$ cat src/rtl/vsrc_pkg.sv
`timescale 1ns/1ps
// Package: shared constants and the single-bound acceptance function of the
// range-compare unit. Assumes bounds and data are at most 32 bits wide.
package vsrc_pkg;
    localparam int MOD_CC   = 0;   // modifier bit: produce condition code
    localparam int MOD_ZS   = 1;   // modifier bit: zero search
    localparam int MOD_MASK = 2;   // modifier bit: mask output
    localparam int MOD_INV  = 3;   // modifier bit: invert matches

    localparam int CTL_EQ = 7;     // control byte bit: accept equal
    localparam int CTL_LT = 6;     // control byte bit: accept source < bound
    localparam int CTL_GT = 5;     // control byte bit: accept source > bound

    localparam logic [1:0] CC_ZERO_FIRST = 2'd0;
    localparam logic [1:0] CC_HIT_NOZERO = 2'd1;
    localparam logic [1:0] CC_HIT_FIRST  = 2'd2;
    localparam logic [1:0] CC_NOTHING    = 2'd3;

    // Unsigned three-way compare of one element against one bound.
    function automatic logic bound_accept(input logic [31:0] data,
                                          input logic [31:0] bound,
                                          input logic [7:0]  ctl);
        if (data < bound)      return ctl[CTL_LT];
        else if (data > bound) return ctl[CTL_GT];
        else                   return ctl[CTL_EQ];
    endfunction
endpackage

$ cat src/rtl/vsrc_size_lane.sv
`timescale 1ns/1ps
// Module: one element-width lane. Splits the operands into elements of
// ELEM_BYTES bytes (element 0 at the MSB), tests each element against every
// bound pair, and reports per-byte flags indexed by byte offset.
// Assumes VEC_BYTES is a multiple of 2*ELEM_BYTES and ELEM_BYTES <= 4.
module vsrc_size_lane #(
    parameter int VEC_BYTES  = 16,
    parameter int ELEM_BYTES = 1
) (
    input  logic [8*VEC_BYTES-1:0] src,
    input  logic [8*VEC_BYTES-1:0] bnd,
    input  logic [8*VEC_BYTES-1:0] ctl,
    input  logic                   invert,
    output logic [VEC_BYTES-1:0]   hit_lead,   // set on first byte of a matching element
    output logic [VEC_BYTES-1:0]   zero_lead,  // set on first byte of an all-zero element
    output logic [VEC_BYTES-1:0]   hit_bytes   // set on every byte of a matching element
);
    import vsrc_pkg::*;

    localparam int VEC_W = 8 * VEC_BYTES;
    localparam int EW    = 8 * ELEM_BYTES;
    localparam int NELEM = VEC_BYTES / ELEM_BYTES;
    localparam int PAIRS = NELEM / 2;

    // Low control bytes of wide elements carry no meaning.
    logic unused_ctl;
    assign unused_ctl = ^ctl;

    for (genvar e = 0; e < NELEM; e++) begin : g_elem
        logic [EW-1:0]    data;
        logic [PAIRS-1:0] pair_ok;
        logic             elem_hit;

        assign data = src[VEC_W-1-EW*e -: EW];

        for (genvar p = 0; p < PAIRS; p++) begin : g_pair
            logic acc_lo, acc_hi;
            // Both bounds of pair p must accept the element.
            assign acc_lo = bound_accept(32'(data), 32'(bnd[VEC_W-1-EW*(2*p) -: EW]),
                                         ctl[VEC_W-1-EW*(2*p) -: 8]);
            assign acc_hi = bound_accept(32'(data), 32'(bnd[VEC_W-1-EW*(2*p+1) -: EW]),
                                         ctl[VEC_W-1-EW*(2*p+1) -: 8]);
            assign pair_ok[p] = acc_lo & acc_hi;
        end

        assign elem_hit = (|pair_ok) ^ invert;

        for (genvar k = 0; k < ELEM_BYTES; k++) begin : g_byte
            assign hit_bytes[e*ELEM_BYTES+k] = elem_hit;
            assign hit_lead[e*ELEM_BYTES+k]  = (k == 0) ? elem_hit : 1'b0;
            assign zero_lead[e*ELEM_BYTES+k] = (k == 0) ? (data == '0) : 1'b0;
        end
    end
endmodule

$ cat src/rtl/vsrc_first_pos.sv
`timescale 1ns/1ps
// Module: lowest-set-bit finder. Returns the index of the lowest set bit of
// vec, or WIDTH when no bit is set. Assumes IDX_W can represent WIDTH.
module vsrc_first_pos #(
    parameter int WIDTH = 16,
    parameter int IDX_W = $clog2(WIDTH + 1)
) (
    input  logic [WIDTH-1:0] vec,
    output logic [IDX_W-1:0] pos
);
    // Scan from the top so the lowest set bit wins.
    always_comb begin
        pos = IDX_W'(WIDTH);
        for (int i = WIDTH - 1; i >= 0; i--) begin
            if (vec[i]) pos = IDX_W'(i);
        end
    end
endmodule

$ cat src/rtl/vsrc_unit.sv
`timescale 1ns/1ps
// Module: vector string range-compare unit (top). Builds one lane per
// element width, selects the lane named by elem_size, derives first-match
// and first-zero byte offsets, forms the index or mask result and the
// condition code, and registers everything one cycle after in_valid.
// Assumes operands are stable while in_valid is high; reset is synchronous
// and active low.
module vsrc_unit #(
    parameter int VEC_BYTES = 16,
    parameter int NUM_SIZES = 3,
    parameter int SIZE_W    = 4,
    parameter int MOD_W     = 4
) (
    input  logic                   clk,
    input  logic                   rst_n,
    input  logic                   in_valid,
    input  logic [SIZE_W-1:0]      elem_size,
    input  logic [MOD_W-1:0]       modifier,
    input  logic [8*VEC_BYTES-1:0] src_vec,
    input  logic [8*VEC_BYTES-1:0] bnd_vec,
    input  logic [8*VEC_BYTES-1:0] ctl_vec,
    output logic                   out_valid,
    output logic [8*VEC_BYTES-1:0] result,
    output logic [1:0]             cc,
    output logic                   cc_valid,
    output logic                   spec_err
);
    import vsrc_pkg::*;

    localparam int VEC_W  = 8 * VEC_BYTES;
    localparam int HALF_W = VEC_W / 2;
    localparam int IDX_W  = $clog2(VEC_BYTES + 1);

    logic [VEC_BYTES-1:0] lane_hit_lead  [NUM_SIZES];
    logic [VEC_BYTES-1:0] lane_zero_lead [NUM_SIZES];
    logic [VEC_BYTES-1:0] lane_hit_bytes [NUM_SIZES];

    for (genvar g = 0; g < NUM_SIZES; g++) begin : g_lane
        vsrc_size_lane #(
            .VEC_BYTES (VEC_BYTES),
            .ELEM_BYTES(1 << g)
        ) u_lane (
            .src      (src_vec),
            .bnd      (bnd_vec),
            .ctl      (ctl_vec),
            .invert   (modifier[MOD_INV]),
            .hit_lead (lane_hit_lead[g]),
            .zero_lead(lane_zero_lead[g]),
            .hit_bytes(lane_hit_bytes[g])
        );
    end

    logic                 size_ok;
    logic [VEC_BYTES-1:0] sel_hit_lead, sel_zero_lead, sel_hit_bytes;

    assign size_ok = (elem_size < SIZE_W'(NUM_SIZES));

    // Pick the lane of the requested element width.
    always_comb begin
        sel_hit_lead  = '0;
        sel_zero_lead = '0;
        sel_hit_bytes = '0;
        for (int g = 0; g < NUM_SIZES; g++) begin
            if (elem_size == SIZE_W'(g)) begin
                sel_hit_lead  = lane_hit_lead[g];
                sel_zero_lead = lane_zero_lead[g];
                sel_hit_bytes = lane_hit_bytes[g];
            end
        end
    end

    logic [VEC_BYTES-1:0] zero_req;
    logic [IDX_W-1:0]     raw_match_pos, zero_pos;

    assign zero_req = modifier[MOD_ZS] ? sel_zero_lead : '0;

    vsrc_first_pos #(.WIDTH(VEC_BYTES), .IDX_W(IDX_W)) u_match_pos (
        .vec(sel_hit_lead),
        .pos(raw_match_pos)
    );

    vsrc_first_pos #(.WIDTH(VEC_BYTES), .IDX_W(IDX_W)) u_zero_pos (
        .vec(zero_req),
        .pos(zero_pos)
    );

    logic [IDX_W-1:0] match_pos, near_pos;
    logic [VEC_W-1:0] mask_vec, next_result;
    logic [1:0]       next_cc;
    logic             no_match, no_zero;

    // Index mode ignores matches at or beyond the terminator.
    always_comb begin
        if (!modifier[MOD_MASK] && (raw_match_pos >= zero_pos))
            match_pos = IDX_W'(VEC_BYTES);
        else
            match_pos = raw_match_pos;
        near_pos = (match_pos < zero_pos) ? match_pos : zero_pos;
    end

    for (genvar b = 0; b < VEC_BYTES; b++) begin : g_mask
        assign mask_vec[VEC_W-1-8*b -: 8] = {8{sel_hit_bytes[b]}};
    end

    // Result form chosen by the mask-mode modifier bit.
    always_comb begin
        if (modifier[MOD_MASK]) next_result = mask_vec;
        else                    next_result = {HALF_W'(near_pos), {HALF_W{1'b0}}};
    end

    assign no_match = (match_pos == IDX_W'(VEC_BYTES));
    assign no_zero  = (zero_pos  == IDX_W'(VEC_BYTES));

    // Four-way condition code from the two offsets.
    always_comb begin
        if (no_match && no_zero)      next_cc = CC_NOTHING;
        else if (no_zero)             next_cc = CC_HIT_NOZERO;
        else if (match_pos < zero_pos) next_cc = CC_HIT_FIRST;
        else                          next_cc = CC_ZERO_FIRST;
    end

    // Output registers: capture on in_valid, hold otherwise.
    always_ff @(posedge clk) begin
        if (!rst_n) begin
            out_valid <= 1'b0;
            result    <= '0;
            cc        <= 2'b00;
            cc_valid  <= 1'b0;
            spec_err  <= 1'b0;
        end else begin
            out_valid <= in_valid;
            if (in_valid) begin
                spec_err <= !size_ok;
                if (size_ok) result <= next_result;
                cc_valid <= size_ok && modifier[MOD_CC];
                cc       <= (size_ok && modifier[MOD_CC]) ? next_cc : 2'b00;
            end
        end
    end

    // one-cycle output pulse per accepted operation.
    p_valid_follows_r11: assert property (@(posedge clk) disable iff (!rst_n)
        in_valid |=> out_valid);
    p_valid_pulse_r11: assert property (@(posedge clk) disable iff (!rst_n)
        !in_valid |=> !out_valid);
    // an illegal width flags an exception and leaves the result alone.
    p_spec_hold_r1: assert property (@(posedge clk) disable iff (!rst_n)
        (in_valid && elem_size >= SIZE_W'(NUM_SIZES)) |=>
            (spec_err && $stable(result) && !cc_valid));
    // condition code reads zero whenever it is not produced.
    p_cc_quiet_r10: assert property (@(posedge clk) disable iff (!rst_n)
        (out_valid && !cc_valid) |-> (cc == 2'b00));
    // a legal request with the code bit set yields a valid code.
    p_cc_given_r9: assert property (@(posedge clk) disable iff (!rst_n)
        (in_valid && size_ok && modifier[MOD_CC]) |=> cc_valid);
    // index form has a zero low half and an offset no larger than the vector.
    p_index_form_r7: assert property (@(posedge clk) disable iff (!rst_n)
        (in_valid && size_ok && !modifier[MOD_MASK]) |=>
            ((result[HALF_W-1:0] == '0) &&
             (result[VEC_W-1:HALF_W] <= HALF_W'(VEC_BYTES))));
endmodule

$ cat config.mk
export PLATFORM = sky130hd
export DESIGN_NAME = vsrc_unit
export DESIGN_NICKNAME = d
export VERILOG_FILES = /design/src/rtl/vsrc_pkg.sv /design/src/rtl/vsrc_size_lane.sv /design/src/rtl/vsrc_first_pos.sv /design/src/rtl/vsrc_unit.sv
export SDC_FILE = /design/constraint.sdc
export NUM_CORES = 2
export LEC_CHECK = 0
export BUFFER_PORTS_ARGS = -buffer_cell sky130_fd_sc_hd__buf_2
export CAP_MARGIN = 20
export CORE_UTILIZATION = 35
export CTS_BUF_LIST = sky130_fd_sc_hd__clkbuf_4
export DETAILED_ROUTE_END_ITERATION = 6
export PLACE_DENSITY = 0.64
export SLEW_MARGIN = 20
export SYNTH_ARGS = -nofsm -noshare
export SYNTH_HDL_FRONTEND = slang
export SYNTH_SLANG_ARGS = --single-unit
$ cat constraint.sdc
create_clock -name clk -period 6.7 [get_ports clk]
set_clock_uncertainty 0.15 [all_clocks]
set_input_delay 0 -clock clk [delete_from_list [all_inputs] [get_ports clk]]
set_output_delay 0 -clock clk [all_outputs]
set_load 0.01 [all_outputs]
## Yosys cells after proc, flatten, opt, wreduce, memory -nomap -nowiden

Index checks and enable logic that the tools add are counted.

| storage, ports and cells | value |
|---|---|
| register bits | 133 |
| latch bits | 0 |
| bits in writable memories | 0 |
| ROM bits | 0 |
| input port bits | 395 |
| output and inout port bits | 133 |
| memories kept | 0 |

| operators by class | value |
|---|---|
| add/subtract/negate cells | 0 |
| multiply operators | 0 |
| div/mod/pow operators | 0 |
| order comparisons | 675 |
| equality and inequality tests | 4 |
| shift-type cells | 0 |
| muxes and demuxes | 720 |
| bitwise operators | 196 |
| reduce and logical (&&, ||, !) cells | 63 |

Operators with widths:

| operator | count |
|---|---|
| > comparator 8 bit | 256 |
| < comparator 8 bit | 256 |
| > comparator 16 bit | 64 |
| < comparator 16 bit | 64 |
| 2-to-1 mux 1 bit | 672 |
| > comparator 32 bit | 16 |
| < comparator 32 bit | 16 |
| 2-to-1 mux 5 bit | 34 |
| AND 1 bit | 168 |
| 2-to-1 mux 16 bit | 9 |
| zero test 16 bit | 8 |
| zero test 32 bit | 4 |
| zero test 8 bit | 16 |
| 2-to-1 mux 128 bit | 1 |
| OR reduction 8 bit | 16 |
| OR reduction 4 bit | 8 |
| bitwise XOR 1 bit | 28 |
| == test 5 bit, second input constant | 2 |
| 2-to-1 mux 2 bit | 4 |
| OR reduction 2 bit | 4 |
| greater-or-equal comparator 5 bit | 1 |
| < comparator 5 bit | 1 |
| == test 4 x 1 -> 1 bit, second input constant | 1 |
| == test 4 x 2 -> 1 bit, second input constant | 1 |
| 5 further kinds | 8 |

## Longest topological paths before layout

| depth | value |
|---|---|
| depth in word-level cells | 33 |
| mapped depth | 33 |
| mapped depth without buffers | 32 |

## Cells and area by module

Synthesis repeated with hierarchy kept, for this count alone.

| second synthesis, totals | value |
|---|---|
| cell total of the unflattened synthesis | 10,713 |
| area total of the unflattened synthesis | 90,488.0 sq um |

Modules (own cells, without submodules):

| module | times used | cells an instance | area an instance (sq um) | sequential area each (sq um) |
|---|---|---|---|---|
| vsrc_size_lane (g_lane[0].u_lane) | 1 | 5,730 | 50,272.0 | 0.0 |
| vsrc_size_lane (g_lane[1].u_lane) | 1 | 2,951 | 24,407.2 | 0.0 |
| vsrc_size_lane (g_lane[2].u_lane) | 1 | 1,505 | 12,245.5 | 0.0 |
| vsrc_unit | 1 | 463 | 3,185.6 | 520.5 |
| vsrc_first_pos | 2 | 32 | 188.9 | 0.0 |

## Worst setup path after synthesis

Ideal clock, no wire load.

| timing path | value |
|---|---|
| path kind | input -> register |
| start | in bnd_vec[70] |
| end | reg result[65] |
| data arrival time | 5,829 ps |
| data required time | 6,417 ps |
| setup slack | 588 ps |
| stages on the path | 29 |
| buffers on the path | 0 |
| path through | inv_1 ha_1 nand4_2 nor4_4 nand3_1 mux2i_1 mux2i_1 o221ai_2 or4_4 and2_4 a211o_1 or2_2 a2111oi_0 o21a_1 ha_1 a21oi_1 nor2b_1 o21ai_0 nand2b_1 a21oi_1 nor2_1 nor3b_1 ha_1 a21o_1 a21oi_1 o21ai_0 a31oi_2 or3_1 o221ai_1 |

| on the way | value |
|---|---|
| word-level cells in the longest chain between the ends | 31 |
| elaborated cells between the ends (all ways) | 223 |
| classes of those cells | order compare: 58; mux: 80; bitwise: 56; reduce/logical: 29 |

RTL lines:

| item | RTL line | source |
|---|---|---|
| start: declaration | vsrc_unit.sv:20 | `input logic [8*VEC_BYTES-1:0] bnd_vec,` |
| > comparator 8 bit | vsrc_pkg.sv:24 | `else if (data > bound) return ctl[CTL_GT];` |
| 2-to-1 mux 1 bit | vsrc_pkg.sv:24 |  |
| 2-to-1 mux 1 bit | vsrc_pkg.sv:23 | `if (data < bound) return ctl[CTL_LT];` |
| AND 1 bit | vsrc_size_lane.sv:43 | `assign pair_ok[p] = acc_lo & acc_hi;` |
| OR reduction 8 bit | vsrc_size_lane.sv:46 | `assign elem_hit = (\|pair_ok) ^ invert;` |
| bitwise XOR 1 bit | vsrc_size_lane.sv:46 |  |
| 2-to-1 mux 16 bit (3 in a row) | vsrc_unit.sv:64 | `if (elem_size == SIZE_W'(g)) begin` |
| 2-to-1 mux 5 bit (16 in a row) | vsrc_first_pos.sv:15 | `if (vec[i]) pos = IDX_W'(i);` |
| greater-or-equal comparator 5 bit | vsrc_unit.sv:94 | `if (!modifier[MOD_MASK] && (raw_match_pos >= zero_pos))` |
| logical AND 1 bit | vsrc_unit.sv:94 |  |
| 2-to-1 mux 5 bit | vsrc_unit.sv:94 |  |
| < comparator 5 bit | vsrc_unit.sv:98 | `near_pos = (match_pos < zero_pos) ? match_pos : zero_pos;` |
| 2-to-1 mux 5 bit | vsrc_unit.sv:98 |  |
| 2-to-1 mux 128 bit * | vsrc_unit.sv:107 | `if (modifier[MOD_MASK]) next_result = mask_vec;` |
| end signal: assignment | vsrc_unit.sv:134 | `if (size_ok) result <= next_result;` |
| end: declaration | vsrc_unit.sv:23 | `output logic [8*VEC_BYTES-1:0] result,` |

Mark *: on every way between the ends. The rest lies on a longest branch, timed or not.
A chain may end at the register's enable or synchronous reset.

## Final worst setup path

| timing path | value |
|---|---|
| start | in src_vec[106] |
| end | reg result[67] |

| on the way | value |
|---|---|
| word-level cells in the longest chain between the ends | 18 |
| elaborated cells between the ends (all ways) | 154 |
| classes of those cells | order compare: 58; mux: 72; bitwise: 17; reduce/logical: 7 |

RTL lines:

| item | RTL line | source |
|---|---|---|
| start: declaration | vsrc_unit.sv:19 | `input logic [8*VEC_BYTES-1:0] src_vec,` |
| > comparator 8 bit | vsrc_pkg.sv:24 |  |
| 2-to-1 mux 1 bit | vsrc_pkg.sv:24 |  |
| 2-to-1 mux 1 bit | vsrc_pkg.sv:23 |  |
| AND 1 bit | vsrc_size_lane.sv:43 |  |
| OR reduction 8 bit | vsrc_size_lane.sv:46 |  |
| bitwise XOR 1 bit | vsrc_size_lane.sv:46 |  |
| 2-to-1 mux 16 bit (3 in a row) | vsrc_unit.sv:64 |  |
| 2-to-1 mux 5 bit (3 in a row) | vsrc_first_pos.sv:15 |  |
| greater-or-equal comparator 5 bit | vsrc_unit.sv:94 |  |
| logical AND 1 bit | vsrc_unit.sv:94 |  |
| 2-to-1 mux 5 bit | vsrc_unit.sv:94 |  |
| < comparator 5 bit | vsrc_unit.sv:98 |  |
| 2-to-1 mux 5 bit * | vsrc_unit.sv:98 |  |
| 2-to-1 mux 128 bit * | vsrc_unit.sv:107 |  |

Marked as above.

==> results.ini <==
[clock_network]
clock_path_buffers = 2
cts_tree = built
tritoncts.num_buffers = 3
cts.sinks = 26
clk_pin_slew_ns = 0.15
worstSkewPairLatency_ns = 0.34
root_buffer = clkbuf_4
ctsHtreeMaxLevel = 1

[yosys]
synth_top_family_by_area = adder cells
ys_types = 96
ys_ff_latch = 26
ys_warn_count = 0
synth_edf_count = 0
synth.avg_cell_area_um2 = 7.91
synth_adder_area_share = 0.455
synth.mux.area_fraction = 0.0729
synth_xor_area_frac = 0.00119
synth_compound_area_frac = 0.239
synth-simple-area-share = 0.190
syn_inst = 7435
yosys_most_used_dff = dfxtp_1
yosysSeqAreaShare = 0.00885
synthArstFlopShare = 0
synth_nets = 9967
syn-cell-area_mm2 = 0.0588

[setup_path]
rr_startpoint = result[65]
worstPathRequired_ns = 6.82
cp-end-kind = flop
startpoint_type = input port
startpoint = src_vec[106]
cp_top_family = compound AO/OA/AOI/OAI gates
crit_type = in2reg
cpMostUsedCell = buf_4
cp.arrival_ns = 6.69
cp_slowest_cell = or4_1
crit_fanout = 6
max_stage_delay_ns = 0.47
path_buf_inv = 9

[placement]
io_buffer_count = 447
finalWeightedCongestion = 1.13
preCtsSetupSlack_ns = -1.12
dpl.hpwl_um = 374000

[layout]
final_layout_size_suffix_gt1_frac = 0.296
area_growth_pct = 43.3
mostFrequentLayoutCells = ha_1, buf_4, a21oi_1
final_common_cell = ha_1
nets = 12386

[power]
power_switching_w = 0.00451
p_int_w = 0.00327
comb_power_share = 0.969
p_leak_nw = 41.3
ir_drop_v = 0.0000865
seqPwrFrac = 0.021
power.density_mw_per_mm2 = 92.4
swShare = 0.580
p_clk_frac = 0.010

[outcome]
status = finished with violations
violations = DRC

[sta]
final_max_slew_viol_count = 0
fmax_ghz = 0.152
final.min_clock_period_ns = 6.57
final.setup.tns_ns = 0
hold_violations = 0
relSlewSlack = 0.286
worst_slew_pin_slew_ns = 1.06
worst_slack_ns = 0.126
finalCritPeriodShare = 0.981
setup_violations = 0

[routing]
wl_per_cell_um = 36.8
dr.pass1.iters = 7
detailroute.via_count = 79301
via_per_inst = 6.55
drt_iter0_markers = 10555
route.detailed.drc = 5
drt_wl_total_um = 445000
ant_nets = 0

[grt]
gr-total-overflow = 0
grt_pass1_wl_um = 589000
grt_start_max_net_pins = 34
gr-usage-all-layers = 0.502
first_global_vias = 72983
antenna_found_initial = 90

[worst_hold_path]
hold_class = in2reg
hp-start = modifier[2]

[floorplanning]
coreArea_mm2 = 0.167
dieArea_mm2 = 0.170
start_util = 0.352
io_pins = 528
fp.dieH_um = 412
rows = 150
die_w_um = 412

[run]
cap_violations = 0

==> flip-flops by register name (all words and copies together) (netlist names) <==
register	count
result	21
cc	2
cc_valid	1
out_valid	1
spec_err	1
==> per-stage QoR <==
stage / utilization / hold slack [ns] / std cells / instance area [um2] / power [W]
6_report: 0.505 / 0.0396 / 12100 / 84300 / 0.00778
5_1_grt: 0.504 / 0.0343 / 12057 / 84200 / 0.00811
4_1_cts: 0.498 / 0.0143 / 12030 / 83200 / 0.00735
3_5_place_dp: 0.496 / 0.132 / 12020 / 82900 / 0.00721
3_3_place_gp: 0.496 / 0.132 / 12020 / 82900 / 0.00710
2_1_floorplan: - / -0.0398 / 7435 / 58800 / 0.00303
==> worst paths after layout <==
kind | depth (start not counted) | slack [ns] | end
setup / recovery | 35 | 0.13 | result[67]
hold / removal | 4 | 0.04 | result[68]
setup reg to reg | 4 | 5.29 | result[65]
hold reg to reg | 1 | 0.33 | spec_err
==> worst reg2reg max path, stage by stage (launching register included) <==
cell	delay [ns]
dfxtp_1	0.37
o21ai_0	0.13
or2_2	0.31
or3_1	0.30
o221ai_1	0.07
==> cell families (layout without fill, tap and decap cells) <==
| kind of cell | after synthesis | count (layout) |
|---|---|---|
| buf+inv | 412 | 2830 |
| xor+xnor | 8 | 8 |
| simple gates | 2122 | 2122 |
| fa+ha+maj | 2140 | 2140 |
| compound gates | 2314 | 2314 |
| mux | 413 | 413 |
| flops | 26 | 26 |
| other cells | 0 | 43 |
==> routing by layer <==
| layer | part of all wire | global-route usage | up-vias |
|---|---|---|---|
| met4 | 0.11 | 0.448 | 58 |
| met5 | 0.00092 | 0 | - |
| met3 | 0.13 | 0.177 | 1648 |
| met1 | 0.37 | 0.586 | 37598 |
| met2 | 0.39 | 0.718 | 5661 |
| li1 | - | - | 34336 |
==> power by group through the flow <==
stage / clock network, W / logic, W / registers, W
after floorplan: 0 / 0.00286 / 0.000168
after global placement: 0 / 0.00694 / 0.000167
after global routing: 0.0000831 / 0.00786 / 0.000165
final: 0.0000749 / 0.00754 / 0.000165
after detailed placement: 0 / 0.00705 / 0.000167
after CTS: 0.0000749 / 0.00711 / 0.000164
==> synth_stat cells, types with 72 or more instances <==
| master | n | area [um2] |
|---|---|---|
| clkbuf_1 | 91 | 342 |
| nand4_1 | 476 | 2980 |
| buf_4 | 108 | 811 |
| o21ai_0 | 396 | 1980 |
| nor4_1 | 95 | 594 |
| mux2i_1 | 292 | 2920 |
| ha_1 | 2137 | 26700 |
| nor3_1 | 82 | 410 |
| a211oi_1 | 115 | 863 |
| a21oi_1 | 1028 | 5140 |
| a21o_1 | 98 | 736 |
| nand3_1 | 194 | 971 |
| nand2_1 | 485 | 1820 |
| inv_1 | 204 | 766 |
| o31ai_1 | 72 | 541 |
| nor2_1 | 322 | 1210 |
| nor2b_1 | 245 | 1530 |
| mux2_2 | 121 | 1360 |
| o211ai_1 | 194 | 1460 |
==> repair_timing <==
item                       4_1_cts  5_1_grt
cloned                           0        1
setup buffers                    3       29
pin swaps                        7       45
hold endpoints to repair        11        0
gates resized for setup         39      172
hold buffers                     3        0
setup endpoints to repair        6        6
==> final cells by class <==
type	instances	area [um2]
fill	16050	82800
timing repair buffer	2620	22900
tap	2204	2760
antenna	43	108
clock inverter	1	3.75
clock buffer	3	22.5
sequential	26	520
multi-input combinational	6997	57100
inverter	206	810
Note: power is estimated with default switching activity, not from simulation.
